--- src/rtl/sync_tx_pkg.sv ---
package sync_tx_pkg;

    // Engine phase: ST_ARM waits for the first falling step, ST_LOW and
    // ST_HIGH are the two clock half-periods of a bit.
    typedef enum logic [1:0] {
        ST_IDLE = 2'd0,
        ST_ARM  = 2'd1,
        ST_LOW  = 2'd2,
        ST_HIGH = 2'd3
    } tx_state_e;

endpackage

--- src/rtl/sync_tx_extclk.sv ---
module sync_tx_extclk #(
    parameter int STAGES = 2
) (
    input  logic clk,
    input  logic rst_n,
    input  logic sck_async,
    output logic rise,
    output logic fall
);

    typedef struct packed {
        logic [STAGES-1:0] sync;
        logic              last;
    } sync_regs_t;

    sync_regs_t s_d, s_q;

    always_comb begin
        s_d      = s_q;
        s_d.sync = {s_q.sync[STAGES-2:0], sck_async};
        s_d.last = s_q.sync[STAGES-1];
    end

    always_ff @(posedge clk or negedge rst_n) begin
        if (!rst_n) begin
            s_q <= '{sync: '1, last: 1'b1};
        end else begin
            s_q <= s_d;
        end
    end

    assign rise = s_q.sync[STAGES-1] & ~s_q.last;
    assign fall = ~s_q.sync[STAGES-1] & s_q.last;

endmodule

--- src/rtl/sync_tx_step.sv ---
module sync_tx_step
    import sync_tx_pkg::*;
(
    input  logic      ext_mode,
    input  logic      baud_tick,
    input  logic      ext_rise,
    input  logic      ext_fall,
    input  tx_state_e state,
    output logic      step
);

    logic fall_evt;
    logic rise_evt;

    always_comb begin
        fall_evt = ext_mode ? ext_fall : baud_tick;
        rise_evt = ext_mode ? ext_rise : baud_tick;
        unique case (state)
            ST_ARM, ST_HIGH: step = fall_evt;
            ST_LOW:          step = rise_evt;
            default:         step = 1'b0;
        endcase
    end

endmodule

--- src/rtl/sync_tx_engine.sv ---
module sync_tx_engine
    import sync_tx_pkg::*;
#(
    parameter int DATA_W      = 8,
    parameter int SYNC_STAGES = 2
) (
    input  logic              clk,
    input  logic              rst_n,
    input  logic              tx_en,
    input  logic              ext_mode,
    input  logic              baud_tick,
    input  logic              ext_sck_in,
    input  logic              wr_en,
    input  logic [DATA_W-1:0] wr_data,
    input  logic              err_overrun,
    input  logic              err_framing,
    input  logic              err_parity,
    input  logic              int_en_empty,
    input  logic              int_en_end,
    output logic              txd,
    output logic              sck_out,
    output logic              dre_flag,
    output logic              tend_flag,
    output logic              irq_empty,
    output logic              irq_end
);

    localparam int              CNT_W    = $clog2(DATA_W);
    localparam logic [CNT_W-1:0] LAST_BIT = CNT_W'(DATA_W - 1);

    typedef struct packed {
        tx_state_e         st;
        logic [DATA_W-1:0] hold;
        logic [DATA_W-1:0] shift;
        logic [CNT_W-1:0]  bit_idx;
        logic              dre;
        logic              tend;
        logic              txd;
        logic              sck;
    } eng_regs_t;

    eng_regs_t r_d, r_q;

    logic             ext_rise;
    logic             ext_fall;
    logic             step;
    logic             err_any;
    logic             can_load;
    logic [CNT_W-1:0] nxt_idx;

    sync_tx_extclk #(
        .STAGES (SYNC_STAGES)
    ) u_extclk (
        .clk       (clk),
        .rst_n     (rst_n),
        .sck_async (ext_sck_in),
        .rise      (ext_rise),
        .fall      (ext_fall)
    );

    sync_tx_step u_step (
        .ext_mode  (ext_mode),
        .baud_tick (baud_tick),
        .ext_rise  (ext_rise),
        .ext_fall  (ext_fall),
        .state     (r_q.st),
        .step      (step)
    );

    always_comb begin
        r_d      = r_q;
        err_any  = err_overrun | err_framing | err_parity;
        can_load = tx_en & ~r_q.dre & ~err_any;
        nxt_idx  = r_q.bit_idx + 1'b1;

        unique case (r_q.st)
            ST_IDLE: begin
                if (can_load) begin
                    r_d.shift = r_q.hold;
                    r_d.dre   = 1'b1;
                    r_d.st    = ST_ARM;
                end
            end
            ST_ARM: begin
                if (step) begin
                    r_d.sck     = 1'b0;
                    r_d.txd     = r_q.shift[0];
                    r_d.bit_idx = '0;
                    r_d.st      = ST_LOW;
                end
            end
            ST_LOW: begin
                if (step) begin
                    r_d.sck = 1'b1;
                    if (r_q.bit_idx == LAST_BIT) begin
                        if (can_load) begin
                            // Hand-off: next frame's first fall comes on the next step.
                            r_d.shift = r_q.hold;
                            r_d.dre   = 1'b1;
                            r_d.st    = ST_ARM;
                        end else begin
                            r_d.tend = 1'b1;
                            r_d.st   = ST_IDLE;
                        end
                    end else begin
                        r_d.st = ST_HIGH;
                    end
                end
            end
            ST_HIGH: begin
                if (step) begin
                    r_d.sck     = 1'b0;
                    r_d.bit_idx = nxt_idx;
                    r_d.txd     = r_q.shift[nxt_idx];
                    r_d.st      = ST_LOW;
                end
            end
            default: r_d.st = ST_IDLE;
        endcase

        // A new byte in the holding register overrides any same-cycle set.
        if (wr_en) begin
            r_d.hold = wr_data;
            r_d.dre  = 1'b0;
            r_d.tend = 1'b0;
        end

        // Disabled: park everything, keep the last data level.
        if (!tx_en) begin
            r_d.st   = ST_IDLE;
            r_d.dre  = 1'b1;
            r_d.tend = 1'b1;
            r_d.sck  = 1'b1;
        end
    end

    always_ff @(posedge clk or negedge rst_n) begin
        if (!rst_n) begin
            r_q <= '{st: ST_IDLE, hold: '0, shift: '0, bit_idx: '0,
                     dre: 1'b1, tend: 1'b1, txd: 1'b1, sck: 1'b1};
        end else begin
            r_q <= r_d;
        end
    end

    assign txd       = r_q.txd;
    assign sck_out   = ext_mode | r_q.sck;
    assign dre_flag  = r_q.dre;
    assign tend_flag = r_q.tend;
    assign irq_empty = r_q.dre & int_en_empty;
    assign irq_end   = r_q.tend & int_en_end;

endmodule

--- config.mk ---
export PLATFORM = sky130hd
export DESIGN_NAME = sync_tx_engine
export DESIGN_NICKNAME = d
export VERILOG_FILES = /design/src/rtl/sync_tx_pkg.sv /design/src/rtl/sync_tx_extclk.sv /design/src/rtl/sync_tx_step.sv /design/src/rtl/sync_tx_engine.sv
export SDC_FILE = /design/constraint.sdc
export NUM_CORES = 1
export LEC_CHECK = 0
export ABC_CLOCK_PERIOD_IN_PS = 2100
export BUFFER_PORTS_ARGS = -buffer_cell sky130_fd_sc_hd__buf_4
export CORE_MARGIN = 4
export CORE_UTILIZATION = 40
export CTS_BUF_LIST = sky130_fd_sc_hd__clkbuf_2
export CTS_CLUSTER_SIZE = 28
export DETAILED_ROUTE_END_ITERATION = 12
export PLACE_DENSITY = 0.71
export SYNTH_ARGS = -nofsm -noshare
export SYNTH_HDL_FRONTEND = slang
export SYNTH_SLANG_ARGS = --single-unit
--- constraint.sdc ---
create_clock -name clk -period 2.1 [get_ports clk]
set_input_delay 0.105 -clock clk [delete_from_list [all_inputs] [get_ports clk]]
set_output_delay 0.105 -clock clk [all_outputs]
set_load 0.03 [all_outputs]
==> Yosys cells after proc, flatten, opt, wreduce, memory -nomap -nowiden <==
Index checks and enable logic that the tools add are counted.
W data, S select, Z words.
{ "word_totals": {"regBits": 28, "output_inout_bits": 6} }
{ "op_classes": {"addsub": 1, "order_cmp": 1, "eq_ne": 21, "mux": 33, "bitwise": 13, "reduce_logical": 10} }
{ "ops": {"columns": ["operator", "count"], "rows": [
  ["$mux W8", 3],
  ["$mux W2", 11],
  ["$pmux W8 S2", 1],
  ["$ne A3 B3 Y1 const B", 5],
  ["$reduce_and A3 Y1", 4],
  ["$mux W1", 9],
  ["$ne A3 B1 Y1 const B", 3],
  ["$ne A2 B2 Y1 const B", 4],
  ["$ne A4 B1 Y1 const B", 2],
  ["$ne A4 B4 Y1 const B", 2],
  ["$reduce_and A4 Y1", 2],
  ["$and A1 B1 Y1", 6],
  ["$mux W3", 2],
  ["$pmux W1 S2", 3],
  ["$pmux W2 S3", 1],
  ["$pmux W3 S2", 1],
  ["$eq A2 B2 Y1 const B", 2],
  ["$lt A3 B4 Y1 const B", 1],
  ["$not A1 Y1", 4],
  ["$reduce_bool A2 Y1", 2],
  ["$add A3 B1 Y3 const B", 1],
  ["$bmux W1 S3", 1],
  ["$eq A3 B3 Y1 const B", 1],
  ["$ne A3 B2 Y1 const B", 1],
  ["other kinds (5)", 7]
]} }

==> Logic depth before layout (Yosys ltp) <==
Gate-level depths: netlist of run 1.
{ "logic_depth": {"ltp_word": 10, "ltp_mapped": 6, "ltp_nobuf": 6} }

==> Modules after synthesis <==
Synthesis of run 1 repeated with hierarchy kept, for this count alone.
{ "unflattened": {"hier_cells": 115, "area_unflattened_um2": 1390.1} }
{ "modules_own_cells": {"columns": ["module", "n_inst", "cells_per_inst", "area_each_um2", "seq_area_each_um2"], "rows": [
  ["sync_tx_engine", 1, 107, 1275.0, 630.6],
  ["sync_tx_extclk", 1, 5, 93.8, 78.8],
  ["sync_tx_step", 1, 3, 21.3, 0.0]
]} }

==> Least setup slack after synthesis of run 1 <==
No wires, ideal clock.
{ "synth_timing": {"path_type": "reg-to-reg", "start": "reg r_q[4] (netlist name)", "end": "reg r_q[10] (netlist name)", "arrival_time_ns": 1.734, "setup_slack_ns": 0.241, "path_stages_with_launch": 7, "path_buffers": 0, "period_less_slack_ns": 1.859, "path_cell_list": "dfrtp_1 ha_1 ha_1 and2b_2 a311oi_4 nand2_4 mux2_4"} }
{ "synth_via": {"elab_chain_len": 3} }
{ "synth_lines": {"columns": ["element", "line", "text"], "rows": [
  ["start, declared", "sync_tx_engine.sv:42", "eng_regs_t r_d, r_q;"],
  ["start signal, assigned", "sync_tx_engine.sv:139", "r_q <= '{st: ST_IDLE, hold: '0, shift: '0, bit_idx: '0,"],
  ["start signal, assigned", "sync_tx_engine.sv:142", "r_q <= r_d;"],
  ["$eq A3 B3 Y1", "sync_tx_engine.sv:95", "if (r_q.bit_idx == LAST_BIT) begin"],
  ["$ne A2 B2 Y1 (no line)", null, null],
  ["$reduce_and A3 Y1 (no line)", null, null]
]} }
No other way between the ends.
A chain may end at the register's enable or synchronous reset.

==> Worst setup path after layout of run 1 <==
{ "layout_timing": {"start": "reg r_q[4] (netlist name)", "end": "reg r_q[8] (netlist name)"} }
Same word-level chain as after synthesis.

==> results of run 1 <==
## cell families after synthesis
kind of cell | count (synthesis) | share of synthesized area, %
multiplexers | 18 | 18.4
AND/OR/NAND/NOR | 24 | 12.1
AO/OA/AOI/OAI | 19 | 11.5
buffers and inverters | 6 | 2.28
flip-flops | 28 | 53.8
adder cells (fa/ha/maj) | 2 | 1.90
## routing by layer
layer / vias to the layer above / routed length, µm
met1: 468 / 1170
met5: - / 0
met3: 6 / 163
li1: 441 / -
met2: 30 / 1370
met4: 0 / 55
## placed cells by master (no fill, tap or decap), types with 2 or more instances in the layout
cell and count:
sky130_fd_sc_hd__buf_4 29, sky130_fd_sc_hd__and2_1 2, sky130_fd_sc_hd__nor2b_1 2, sky130_fd_sc_hd__mux2_4 8, sky130_fd_sc_hd__o22a_1 2, sky130_fd_sc_hd__inv_1 3, sky130_fd_sc_hd__mux2_2 8, sky130_fd_sc_hd__o21ai_0 5
sky130_fd_sc_hd__ha_1 2, sky130_fd_sc_hd__nand2_1 4, sky130_fd_sc_hd__nand2b_1 2, sky130_fd_sc_hd__dfstp_2 7, sky130_fd_sc_hd__a21oi_1 3, sky130_fd_sc_hd__dlygate4sd3_1 14, sky130_fd_sc_hd__dfrtp_1 21, sky130_fd_sc_hd__nor2_1 3
sky130_fd_sc_hd__clkbuf_2 3, sky130_fd_sc_hd__nand3_1 3
## worst max-delay path, stage by stage (launching register included)
cell                       delay, ns
sky130_fd_sc_hd__dfrtp_1        0.43
sky130_fd_sc_hd__ha_1           0.15
sky130_fd_sc_hd__ha_1           0.15
sky130_fd_sc_hd__and2b_2        0.24
sky130_fd_sc_hd__a311oi_4       0.36
sky130_fd_sc_hd__nand2_4        0.18
sky130_fd_sc_hd__mux2_4         0.33
## cell type report
| type | count | share of cell area (%) |
|---|---|---|
| flip-flops and latches | 28 | 40.4 |
| multi-input cells | 63 | 33.0 |
| repair buffers | 43 | 20.4 |
| well taps | 44 | 3.13 |
| clock inverters | 1 | 1.71 |
| clock buffers | 3 | 0.854 |
| inverters | 3 | 0.641 |
## power groups by stage
stage / Clock (W) / Sequential [W] / Combinational, W
2_1_floorplan: 0 / 0.000691 / 0.000168
3_3_place_gp: 0 / 0.000676 / 0.000279
3_5_place_dp: 0 / 0.000681 / 0.000285
4_1_cts: 0.000338 / 0.000672 / 0.000307
5_1_grt: 0.000357 / 0.000681 / 0.000329
6_report: 0.000328 / 0.000670 / 0.000305
## worst paths after layout
check	start	end	slack [ns]	cells past startpoint
worst min register to register	u_extclk.s_d[2]$_DFF_PN1_	u_extclk.s_d[0]$_DFF_PN1_	0.38	0
worst max-delay path	r_q[4]$_DFFE_PN0P_	r_q[8]$_DFFE_PN0P_	0.20	6
worst max register to register	r_q[4]$_DFFE_PN0P_	r_q[8]$_DFFE_PN0P_	0.20	6
min in group clk	ext_mode	r_q[0]$_DFFE_PN1P_	0.22	5
max in group asynchronous	rst_n	txd$_DFFE_PN1P_	1.67	2
worst min-delay path	rst_n	r_q[16]$_DFFE_PN0P_	0.13	2
## registers in the layout, summed over array words and instances, names as in the netlist
register,cells
dre_flag,1
txd,1
r_q,22
tend_flag,1
u_extclk.s_q,1
u_extclk.s_d,2
## metrics by stage
stage | total power, W | util [%]
after floorplan | 0.000859 | -
after global placement | 0.000955 | 50.7
after detailed placement | 0.000966 | 50.7
after CTS | 0.00132 | 56.7
after global routing | 0.00137 | 56.7
final | 0.00130 | 56.7
==> Implementation_results.wiki, run 1 <==
{| class="wikitable"
! Metric !! Value
|-
| Worst voltage drop across the vdd grid || between 0.0005 and 0.0006 V
|-
| Total of fill cells in the finished design || 269
|-
| Routing layer with the top usage in global route || met2
|-
| Crit path launch type || flip-flop
|-
| CTS tree || done
|-
| Setup ws final || 0.197 ns
|-
| RSZ-0062 raised after global routing || no
|-
| Global router's overall resource usage || between 10% and 20%
|-
| Placement Cell Area || between 0.0015 and 0.002 mm²
|-
| Wire length of the first global-routing pass || 4600 µm
|-
| Class of the tightest hold or removal check || input pin to asynchronous set/reset pin
|-
| Number of buffers between clock root and the deepest sink || 2
|-
| Cts bufs inserted || 3
|-
| Clock-pin slew on the worst setup and hold paths || approximately 0.26 ns
|-
| Max-Cap Viols || 0
|-
| Proportion of layout cells with a drive suffix above 1 || between 40 and 50%
|-
| Clock Tree Root || sky130_fd_sc_hd__clkbuf_2
|-
| Number of placed instances, taps included || roughly 170
|-
| Internal || 0.000969 W
|-
| Final instance count without filler cells || roughly 190
|-
| Clock Latency Late Sink || 0.37 ns
|-
| Met1 Usage GRT || 16.0%
|-
| Clock net sink count || 28
|-
| Switching share of power || between 20% and 30%
|-
| Post-synth ARST share || between 90% and 100%
|-
| Logic pwr share || a little under a quarter
|-
| Area added between synthesis and finish || 33.3%
|-
| Met2 usage in global routing || between 20% and 30%
|-
| Most frequent cell after synthesis || sky130_fd_sc_hd__dfrtp_1
|-
| Number of design rule violations left after detail routing || 0
|-
| Smallest hold slack || around 0.13 ns
|-
| Antenna-violating nets left || 0
|-
| Routability congestion estimate || about 0.88
|-
| Post-synthesis sequential area ratio || 53.8%
|-
| Number of H-tree levels || 1
|-
| # Post-CTS Setup Buffers || 0
|-
| Sequential group share of total power || between 50% and 60%
|-
| Top cells by area, synth || sky130_fd_sc_hd__dfrtp_1, sky130_fd_sc_hd__dfstp_2, sky130_fd_sc_hd__mux2_4
|-
| Fraction of power consumed by the clock network || between 20% and 30%
|-
| Switching power || 0.000334 W
|-
| Total Nets Final || approximately 160
|-
| Number of top-level design ports || 26
|-
| Initial antenna violation count || 0
|-
| Cell row count || 20
|-
| Most frequent cells after synthesis || sky130_fd_sc_hd__dfrtp_1, sky130_fd_sc_hd__mux2_2, sky130_fd_sc_hd__mux2_4, sky130_fd_sc_hd__dfstp_2, sky130_fd_sc_hd__o21ai_0
|-
| Die area || 0.00428 mm²
|-
| Number of warnings printed during yosys synthesis || 0
|-
| CTS resizes || 0
|-
| Type of the worst setup path || flip-flop to flip-flop
|-
| Area used by sequential logic in the layout || approximately 700 µm²
|-
| Clock tree skew after final layout || between 0.003 and 0.004 ns
|-
| Congestion Overflow GR || 0
|-
| Syn Area/Cell || approximately 14 µm²
|-
| Die span in x || 65.4 µm
|-
| Routed vias || ~950
|-
| Vias in the first global route || 990
|-
| Number of cells produced by synthesis || slightly below 100
|-
| HPWL after detailed placement || just under 2000 µm
|-
| Max Fclk || 526 MHz
|-
| Global routing met3 resource utilization || between 4 and 5%
|-
| WL final || around 2800 µm
|-
| CP Max Fanout || 8
|-
| Post-route cell area || roughly 0.0018 mm²
|-
| CP Capture Type || flip-flop
|-
| LEAKAGE || 0.813 nW
|-
| Post-route setup TNS || 0 ns
|-
| Syn Std Cell Area || 0.00132 mm²
|-
| Final critical path time including I/O delays and setup || 1.90 ns
|-
| Setup slack at placement || between 0.2 and 0.25 ns
|-
| #FFs+latches synth || 28
|-
| Port Buf Inserts || 25
|-
| Rel. slew slack || around 76%
|-
| Most frequently used flop master after synthesis || sky130_fd_sc_hd__dfrtp_1
|-
| Number of unique standard cell types used by synthesis || 36
|-
| Post-Synthesis Net Count || about 120
|-
| Tcrit/Tclk final || 90.6%
|-
| Starting density of the core || 42.5%
|-
| Count of flip-flops with a built-in enable after synthesis || 0
|-
| Diode insertion count for antenna repair || 0
|-
| Endpoints failing hold || 0
|-
| Pins Over Slew Limit || 0
|-
| Run status || finished, final reports clean
|-
| Endpoints failing setup || 0
|-
| Maximum number of pins on one net before global-route repair || 29
|-
| Pre-antenna DRT Iters || 5
|-
| DR vias/cell || 5.11
|-
| Multi-input logic area || a little under 600 µm²
|-
| Initial DRC Count || 20
|-
| Pin slew with the least headroom to its limit || between 0.3 and 0.4 ns
|-
| Area of the core || about 0.0031 mm²
|-
| Detail-routed net length per standard cell || ~15 µm
|-
| Yosys top cell area share || roughly two fifths
|-
| Data arrival at the endpoint of the critical path || ~2.2 ns
|-
| Height of the chip || between 60 and 70 µm
|-
| Cts hold-fix bufs || 14
|-
| Crit path required time || about 2.4 ns
|-
| Area leader, netlist || sky130_fd_sc_hd__dfrtp_1
|-
| Ratio of total power to cell area || around 740 mW/mm²
|}
No activity file was read; power rests on OpenSTA's default activity.
==> run 2: changes to the inputs <==
ABC_CLOCK_PERIOD_IN_PS = 1700   (was 2100)
PLACE_DENSITY = 0.73   (was 0.71)
clock period = 1.7 ns   (was 2.1 ns; I/O delays follow)
==> run 2 against run 1 <==
Net effect: the flow now finishes with violations (setup timing); non-clock buffer count rose by 4; critical path depth unchanged; setup slack got worse by 0.30 ns; critical endpoint is now r_q[12]$_DFFE_PN0P_.
==> Implementation_results.wiki, run 2 (synthesized netlist as in run 1, its figures left out) <==
{| class="wikitable"
! Metric !! Value
|-
| Global router's overall resource usage || 13.0% (-1.0 points)
|-
| Wire length of the first global-routing pass || 4330 µm (-5.7%)
|-
| Routed vias || 934 (-1.2%)
|-
| Placement Cell Area || 0.00160 mm² (+1.4%)
|-
| Setup ws final || -0.106 ns (-0.303 ns)
|-
| Diode insertion count for antenna repair || 0 (unchanged)
|-
| Worst voltage drop across the vdd grid || 0.000463 V (-18%)
|-
| Vias in the first global route || 978 (-1.2%)
|-
| Port Buf Inserts || 25 (unchanged)
|-
| Number of H-tree levels || 1 (unchanged)
|-
| Ratio of total power to cell area || 825 mW/mm² (+11%)
|-
| Number of top-level design ports || 26 (unchanged)
|-
| Max-Cap Viols || 0 (unchanged)
|-
| Max Fclk || 554 MHz (+5.4%)
|-
| Area added between synthesis and finish || 33.7%
|-
| DR vias/cell || 4.94 (-3.3%)
|-
| Clock Latency Late Sink || 0.35 ns (-0.02 ns)
|-
| Post-route cell area || 0.00176 mm² (+0.28%)
|-
| Number of flip-flops under the largest register name || 22 (unchanged)
|-
| Largest register by flop count || r_q
|-
| CP Capture Type || flip-flop
|-
| Detail-routed net length per standard cell || 13.4 µm (-9.9%)
|-
| CTS tree || done
|-
| Area of the core || 0.00310 mm² (unchanged)
|-
| Most frequent cells in the layout || sky130_fd_sc_hd__buf_4, sky130_fd_sc_hd__dfrtp_1, sky130_fd_sc_hd__dlygate4sd3_1
|-
| Height of the chip || 65.4 µm (unchanged)
|-
| Type of the worst setup path || flip-flop to flip-flop
|-
| Pre-antenna DRT Iters || 4 (-1)
|-
| Cts bufs inserted || 3 (unchanged)
|-
| Endpoints failing setup || 8 (+8)
|-
| Clock tree skew after final layout || 0.0125 ns (+0.00881 ns)
|-
| Die area || 0.00428 mm² (unchanged)
|-
| Slowest cell on crit path || sky130_fd_sc_hd__dfrtp_1
|-
| Pin slew with the least headroom to its limit || 0.365 ns (+0.0141 ns)
|-
| Final critical path time including I/O delays and setup || 1.81 ns (-0.0968 ns)
|-
| Clock-pin slew on the worst setup and hold paths || 0.25 ns (about the same)
|-
| Initial antenna violation count || 0 (unchanged)
|-
| Initial DRC Count || 27 (+35%)
|-
| Leading cell type in the layout, fill and taps excluded || sky130_fd_sc_hd__buf_4
|-
| Die span in x || 65.4 µm (unchanged)
|-
| Pins Over Slew Limit || 0 (unchanged)
|-
| HPWL after detailed placement || 1870 µm (-4.2%)
|-
| Violations in the final reports || setup timing
|-
| Tcrit/Tclk final || 106% (+16 points)
|-
| Routability congestion estimate || 0.856 (-2.3%)
|-
| LEAKAGE || 0.820 nW (+0.87%)
|-
| Congestion Overflow GR || 0 (unchanged)
|-
| Endpoints failing hold || 0 (unchanged)
|-
| Antenna-violating nets left || 0 (unchanged)
|-
| Most frequent cell on the critical path || sky130_fd_sc_hd__ha_1
|-
| Starting density of the core || 42.5% (unchanged)
|-
| Cell row count || 20 (unchanged)
|-
| Maximum number of pins on one net before global-route repair || 29 (unchanged)
|-
| Cell-by-cell listing of the critical path || ha_1 > ha_1 > and2b_2 > a311oi_4 > nand2_4 > mux2_4
|-
| Crit path required time || 1.96 ns (-0.44 ns)
|-
| Data arrival at the endpoint of the critical path || 2.07 ns (-0.13 ns)
|-
| Total Nets Final || 168 (+2.4%)
|-
| Crit path launch type || flip-flop
|-
| Class of the tightest hold or removal check || input pin to asynchronous set/reset pin
|-
| Number of design rule violations left after detail routing || 0 (unchanged)
|-
| Rel. slew slack || 75.3% (-0.95 points)
|-
| Worst path max stage delay || 0.42 ns (about the same)
|-
| Clock Tree Root || sky130_fd_sc_hd__clkbuf_2
|-
| WL final || 2540 µm (-8.0%)
|-
| Clock net sink count || 28 (unchanged)
|-
| Smallest hold slack || 0.141 ns (+0.00930 ns)
|-
| Run status || complete, but fails checks
|-
| CP Max Fanout || 8 (unchanged)
|-
| Number of buffers between clock root and the deepest sink || 2 (unchanged)
|-
| RSZ-0062 raised after global routing || yes
|-
| Proportion of layout cells with a drive suffix above 1 || 47.6% (+1.5 points)
|}
==> run 2: cell types whose count changed in the layout (fill, tap and decap cells not counted) <==
cell / delta
sky130_fd_sc_hd__clkbuf_2: +1
sky130_fd_sc_hd__bufinv_16: -1
sky130_fd_sc_hd__o21ai_0: -1
sky130_fd_sc_hd__buf_4: +4
sky130_fd_sc_hd__o21ai_1: +1
==> run 2: layout make-up <==
type / count / area [µm²]
Multi-Input combinational cell: 63 / 579
Timing Repair Buffer: 47 / 388
Fill cell: 281 / 1340
Inverter: 3 / 11.3
Clock buffer: 4 / 20.0
Sequential cell: 28 / 709
Tap cell: 44 / 55.1
==> run 2: timing repair <==
action,in CTS,in global routing
buffers inserted,0,1
setup endpoints to repair,8,9
hold buffers,14,0
endpoints found under the hold margin,42,0
pin swaps,1,1
resized for setup,0,1
==> run 2: routing by layer <==
| metal | vias to the layer above | share of wire (%) | track usage, % |
|---|---|---|---|
| met5 | - | 0 | 0 |
| met4 | 0 | 0.55 | 5.44 |
| met3 | 2 | 6.1 | 2.05 |
| met2 | 28 | 49 | 22.6 |
| met1 | 454 | 44 | 15.9 |
| li1 | 450 | - | - |
==> run 2: final timing paths <==
path / start / endpoint / slack, ns / depth (start not counted)
setup / recovery: r_q[5]$_DFFE_PN0P_ / r_q[12]$_DFFE_PN0P_ / -0.11 / 6
hold / removal: rst_n / r_q[6]$_DFFE_PN0P_ / 0.14 / 2
setup reg to reg: r_q[5]$_DFFE_PN0P_ / r_q[12]$_DFFE_PN0P_ / -0.11 / 6
hold reg to reg: u_extclk.s_d[2]$_DFF_PN1_ / u_extclk.s_d[0]$_DFF_PN1_ / 0.37 / 0
max in group asynchronous: rst_n / u_extclk.s_d[0]$_DFF_PN1_ / 1.24 / 2
min in group clk: ext_mode / r_q[24]$_DFFE_PN0P_ / 0.24 / 5
==> run 2: critical path, delay by kind of cell, from the launching register on <==
kind                       cells  cell delay, ns
DFF                            1            0.42
and+or+nand+nor                2            0.41
muxes                          1            0.33
adders and majority gates      2            0.30
AOI/OAI and AO/OA              1            0.27
==> run 2: report_power, final <==
part | switching [W] | internal (W) | total [W]
Combinational | 0.000151 | 0.000236 | 0.000387
Sequential | 0.0000529 | 0.000770 | 0.000823
Clock | 0.000182 | 0.0000621 | 0.000244
==> run 2: per-stage QoR <==
stage	util, %	std cells	worst slack, ns	power [W]	TNS, ns
after global routing	56.8	189	-0.182	0.00154	-1.40
after detailed placement	51.4	170	-0.0673	0.00120	-0.524
after CTS	56.6	188	-0.117	0.00147	-0.844
after floorplan	-	97	-0.109	0.00106	-0.873
after global placement	51.4	170	-0.0331	0.00119	-0.261
final	56.8	189	-0.106	0.00145	-0.761
==> run 3: changes to the inputs <==
SYNTH_HIERARCHICAL = 1   (was unset)
==> run 3 against run 2 <==
Net effect: critical path type unchanged; highest routed layer unchanged; largest power group unchanged; global-route usage rose by 1.2 points; the flow still finishes with violations (setup timing); non-clock buffer count shrank 2; core utilization grew 0.59 points.
==> Implementation_results.wiki, run 3 <==
{| class="wikitable"
! Metric !! Value
|-
| Number of cells produced by synthesis || 115 (+19%)
|-
| Adder-cell share of the synthesized area || 5.40% (+3.5 points)
|-
| CP delay by family, top || flip-flops
|-
| Number of warnings printed during yosys synthesis || 6 (+6)
|-
| Type of the worst setup path || flip-flop to flip-flop
|-
| CP Capture Type || flip-flop
|-
| Clock Latency Late Sink || 0.35 ns (about the same)
|-
| Detail-routed net length per standard cell || 14.4 µm (+7.4%)
|-
| Clock net sink count || 28 (unchanged)
|-
| CTS tree || done
|-
| #FFs+latches synth || 28 (unchanged)
|-
| Initial antenna violation count || 0 (unchanged)
|-
| Number of unique standard cell types used by synthesis || 32 (-11%)
|-
| RSZ-0062 raised after global routing || yes
|-
| Max-Cap Viols || 0 (unchanged)
|-
| Crit path required time || 1.98 ns (+0.02 ns)
|-
| Clock tree skew after final layout || 0.00876 ns (-0.00376 ns)
|-
| Endpoints failing hold || 0 (unchanged)
|-
| Post-synth ARST share || 100% (unchanged)
|-
| Cts bufs inserted || 3 (unchanged)
|-
| Proportion of layout cells with a drive suffix above 1 || 46.9% (-0.71 points)
|-
| Tcrit/Tclk final || 111% (+5.2 points)
|-
| Wire length of the first global-routing pass || 4850 µm (+12%)
|-
| Post-synthesis share of cell area spent on and, or, nand and nor gates || 12.4% (+0.28 points)
|-
| Area added between synthesis and finish || 37.8%
|-
| Final critical path time including I/O delays and setup || 1.89 ns (+0.0890 ns)
|-
| Class of the tightest hold or removal check || input pin to asynchronous set/reset pin
|-
| Vias in the first global route || 1,113 (+14%)
|-
| Pin slew with the least headroom to its limit || 0.330 ns (-0.0350 ns)
|-
| Leading cell type in the layout, fill and taps excluded || sky130_fd_sc_hd__buf_4
|-
| Number of placed instances, taps included || 188 (+11%)
|-
| Number of design rule violations left after detail routing || 0 (unchanged)
|-
| Syn Std Cell Area || 0.00139 mm² (+5.4%)
|-
| Most frequent cells after synthesis || sky130_fd_sc_hd__dfrtp_1, sky130_fd_sc_hd__nand2_1, sky130_fd_sc_hd__mux2_2, sky130_fd_sc_hd__mux2_4
|-
| Post-route setup TNS || -1.47 ns (-0.712 ns)
|-
| Diode insertion count for antenna repair || 0 (unchanged)
|-
| Number of H-tree levels || 1 (unchanged)
|-
| Number of top-level design ports || 26 (unchanged)
|-
| Congestion Overflow GR || 0 (unchanged)
|-
| Global router's overall resource usage || 14.2% (+1.2 points)
|-
| WL final || 2980 µm (+17%)
|-
| Most frequent cells in the layout || sky130_fd_sc_hd__buf_4, sky130_fd_sc_hd__dfrtp_1, sky130_fd_sc_hd__dlygate4sd3_1
|-
| Area of the core || 0.00334 mm² (+7.5%)
|-
| Worst voltage drop across the vdd grid || 0.000559 V (+21%)
|-
| Die span in x || 67.0 µm (+2.3%)
|-
| CP Max Fanout || 8 (unchanged)
|-
| Post-Synthesis Net Count || 141 (+18%)
|-
| Syn Area/Cell || 12.1 µm² (-11%)
|-
| Most frequent cell after synthesis || sky130_fd_sc_hd__dfrtp_1
|-
| Die area || 0.00448 mm² (+4.7%)
|-
| Total of fill cells in the finished design || 277 (-1.4%)
|-
| Top cells by area, synth || sky130_fd_sc_hd__dfrtp_1, sky130_fd_sc_hd__dfstp_2, sky130_fd_sc_hd__mux2_4
|-
| Cell row count || 21 (+5.0%)
|-
| LEAKAGE || 0.861 nW (+5.0%)
|-
| Max Fclk || 528 MHz (-4.7%)
|-
| Initial DRC Count || 58 (+110%)
|-
| Most frequently used flop master after synthesis || sky130_fd_sc_hd__dfrtp_1
|-
| Pre-antenna DRT Iters || 4 (unchanged)
|-
| Setup ws final || -0.195 ns (-0.0890 ns)
|-
| Height of the chip || 67.0 µm (+2.3%)
|-
| Routed vias || 1,055 (+13%)
|-
| Violations in the final reports || setup timing
|-
| Post-synthesis sequential area ratio || 51.0% (-2.8 points)
|-
| Number of flip-flops under the largest register name || 22 (unchanged)
|-
| Run status || complete, but fails checks
|-
| Clock-pin slew on the worst setup and hold paths || 0.26 ns (about the same)
|-
| Routed length on met2 || 1560 µm (+25%)
|-
| HPWL after detailed placement || 2110 µm (+12%)
|-
| Xor and xnor fraction of the mapped netlist area || 0% (unchanged)
|-
| Total routed wire length on the met1 layer || 1220 µm (+8.9%)
|-
| Maximum number of pins on one net before global-route repair || 29 (unchanged)
|-
| Endpoints failing setup || 8 (unchanged)
|-
| Yosys top cell area share || 37.8% (-2.0 points)
|-
| Cell-by-cell listing of the critical path || nor2b_1 > mux2i_1 > a21oi_2 > nand3_2 > a21oi_4 > nand3b_4 > mux2_4
|-
| Data arrival at the endpoint of the critical path || 2.17 ns (+0.10 ns)
|-
| Slowest cell on crit path || sky130_fd_sc_hd__dfstp_2
|-
| Total Nets Final || 187 (+11%)
|-
| Count of flip-flops with a built-in enable after synthesis || 0 (unchanged)
|-
| Highest routed metal layer || met4
|-
| Rel. slew slack || 77.4% (+2.0 points)
|-
| Fraction of synthesized area in multiplexers || 19.6% (+1.2 points)
|-
| Crit path launch type || flip-flop
|-
| Antenna-violating nets left || 0 (unchanged)
|-
| Final instance count without filler cells || 206 (+9.0%)
|-
| Port Buf Inserts || 25 (unchanged)
|-
| DR WL met3 || 141 µm (-9.0%)
|-
| Number of buffers between clock root and the deepest sink || 2 (unchanged)
|-
| Area leader, netlist || sky130_fd_sc_hd__dfrtp_1
|-
| Starting density of the core || 41.7% (-0.84 points)
|-
| Compound-Gate Fraction of Synth Area || 9.27% (-2.2 points)
|-
| DR vias/cell || 5.12 (+3.6%)
|-
| Critical path buffer and inverter count || 0 (unchanged)
|-
| Largest register by flop count || r_q
|-
| Ratio of total power to cell area || 1000 mW/mm² (+21%)
|-
| Clock Tree Root || sky130_fd_sc_hd__clkbuf_2
|-
| Worst path max stage delay || 0.60 ns (+0.18 ns)
|-
| Pins Over Slew Limit || 0 (unchanged)
|-
| Dominant combinational cell family by area after synthesis || multiplexers
|-
| Smallest hold slack || 0.128 ns (-0.0123 ns)
|-
| Routability congestion estimate || 0.909 (+6.2%)
|}
==> run 3: cell count changes in the layout (fill, tap and decap cells not counted), sizes merged, moves of 2 or more <==
cell,before,now
ha,2,6
nand2,5,9
a21oi,4,7
mux2i,1,4
nor2,3,6
dlygate4sd3,14,12
o211ai,0,2
o21ai,5,7
o22a,2,0
==> run 3: worst paths after layout <==
path | start | end | slack (ns) | depth (start not counted)
max in group asynchronous | rst_n | txd$_DFFE_PN1P_ | 1.26 | 2
worst min register to register | u_extclk/s_d[2]$_DFF_PN1_ | u_extclk/s_d[0]$_DFF_PN1_ | 0.38 | 0
worst max-delay path | u_extclk/s_d[0]$_DFF_PN1_ | r_q[13]$_DFFE_PN0P_ | -0.19 | 7
min in group clk | ext_mode | txd$_DFFE_PN1P_ | 0.23 | 5
worst min-delay path | rst_n | r_q[24]$_DFFE_PN0P_ | 0.13 | 2
worst max register to register | u_extclk/s_d[0]$_DFF_PN1_ | r_q[13]$_DFFE_PN0P_ | -0.19 | 7
==> run 3: cell families (layout without fill, tap and decap cells) <==
family	after synthesis	in the layout
flops	28	28
simple gates	31	31
compound gates	21	21
fa+ha+maj	6	6
mux	21	21
buf+inv	8	53
==> run 3: area by class of cell <==
| type | instances | area [µm²] | area share, % |
|---|---|---|---|
| clock buffers | 3 | 15.0 | 0.784 |
| clock inverters | 1 | 30.0 | 1.57 |
| inverters | 4 | 15.0 | 0.784 |
| multi-input cells | 79 | 721 | 37.6 |
| flip-flops and latches | 28 | 709 | 37.0 |
| well taps | 46 | 57.6 | 3.00 |
| repair buffers | 45 | 368 | 19.2 |
==> run 3: layer usage <==
layer  global-route usage, %  up-vias
li1                        -      501
met1                    15.9      517
met2                    26.6       29
met3                    2.87        8
met4                    4.30        0
met5                       0        -
==> run 3: through the flow <==
step	setup WS [ns]	util [%]	instance area, µm²	total power (W)
after floorplan	-0.161	-	1400	0.00127
after global placement	-0.149	50.0	1670	0.00142
after detailed placement	-0.218	50.0	1670	0.00146
after CTS	-0.166	55.8	1860	0.00189
after global routing	-0.260	57.4	1920	0.00202
final	-0.195	57.4	1920	0.00192
==> run 3: report_power, final <==
group	switching, W	leakage [nW]	internal, W
clock network	0.000193	0.0266	0.000202
logic	0.000289	0.496	0.000329
registers	0.0000960	0.338	0.000807
==> run 3: what timing repair did <==
action | in CTS | in global routing
hold buffers | 12 | 0
setup endpoints to repair | 10 | 15
buffers inserted | 2 | 2
resized for setup | 5 | 10
gates cloned | 0 | 0
endpoints found under the hold margin | 42 | 0
pin swaps | 4 | 5
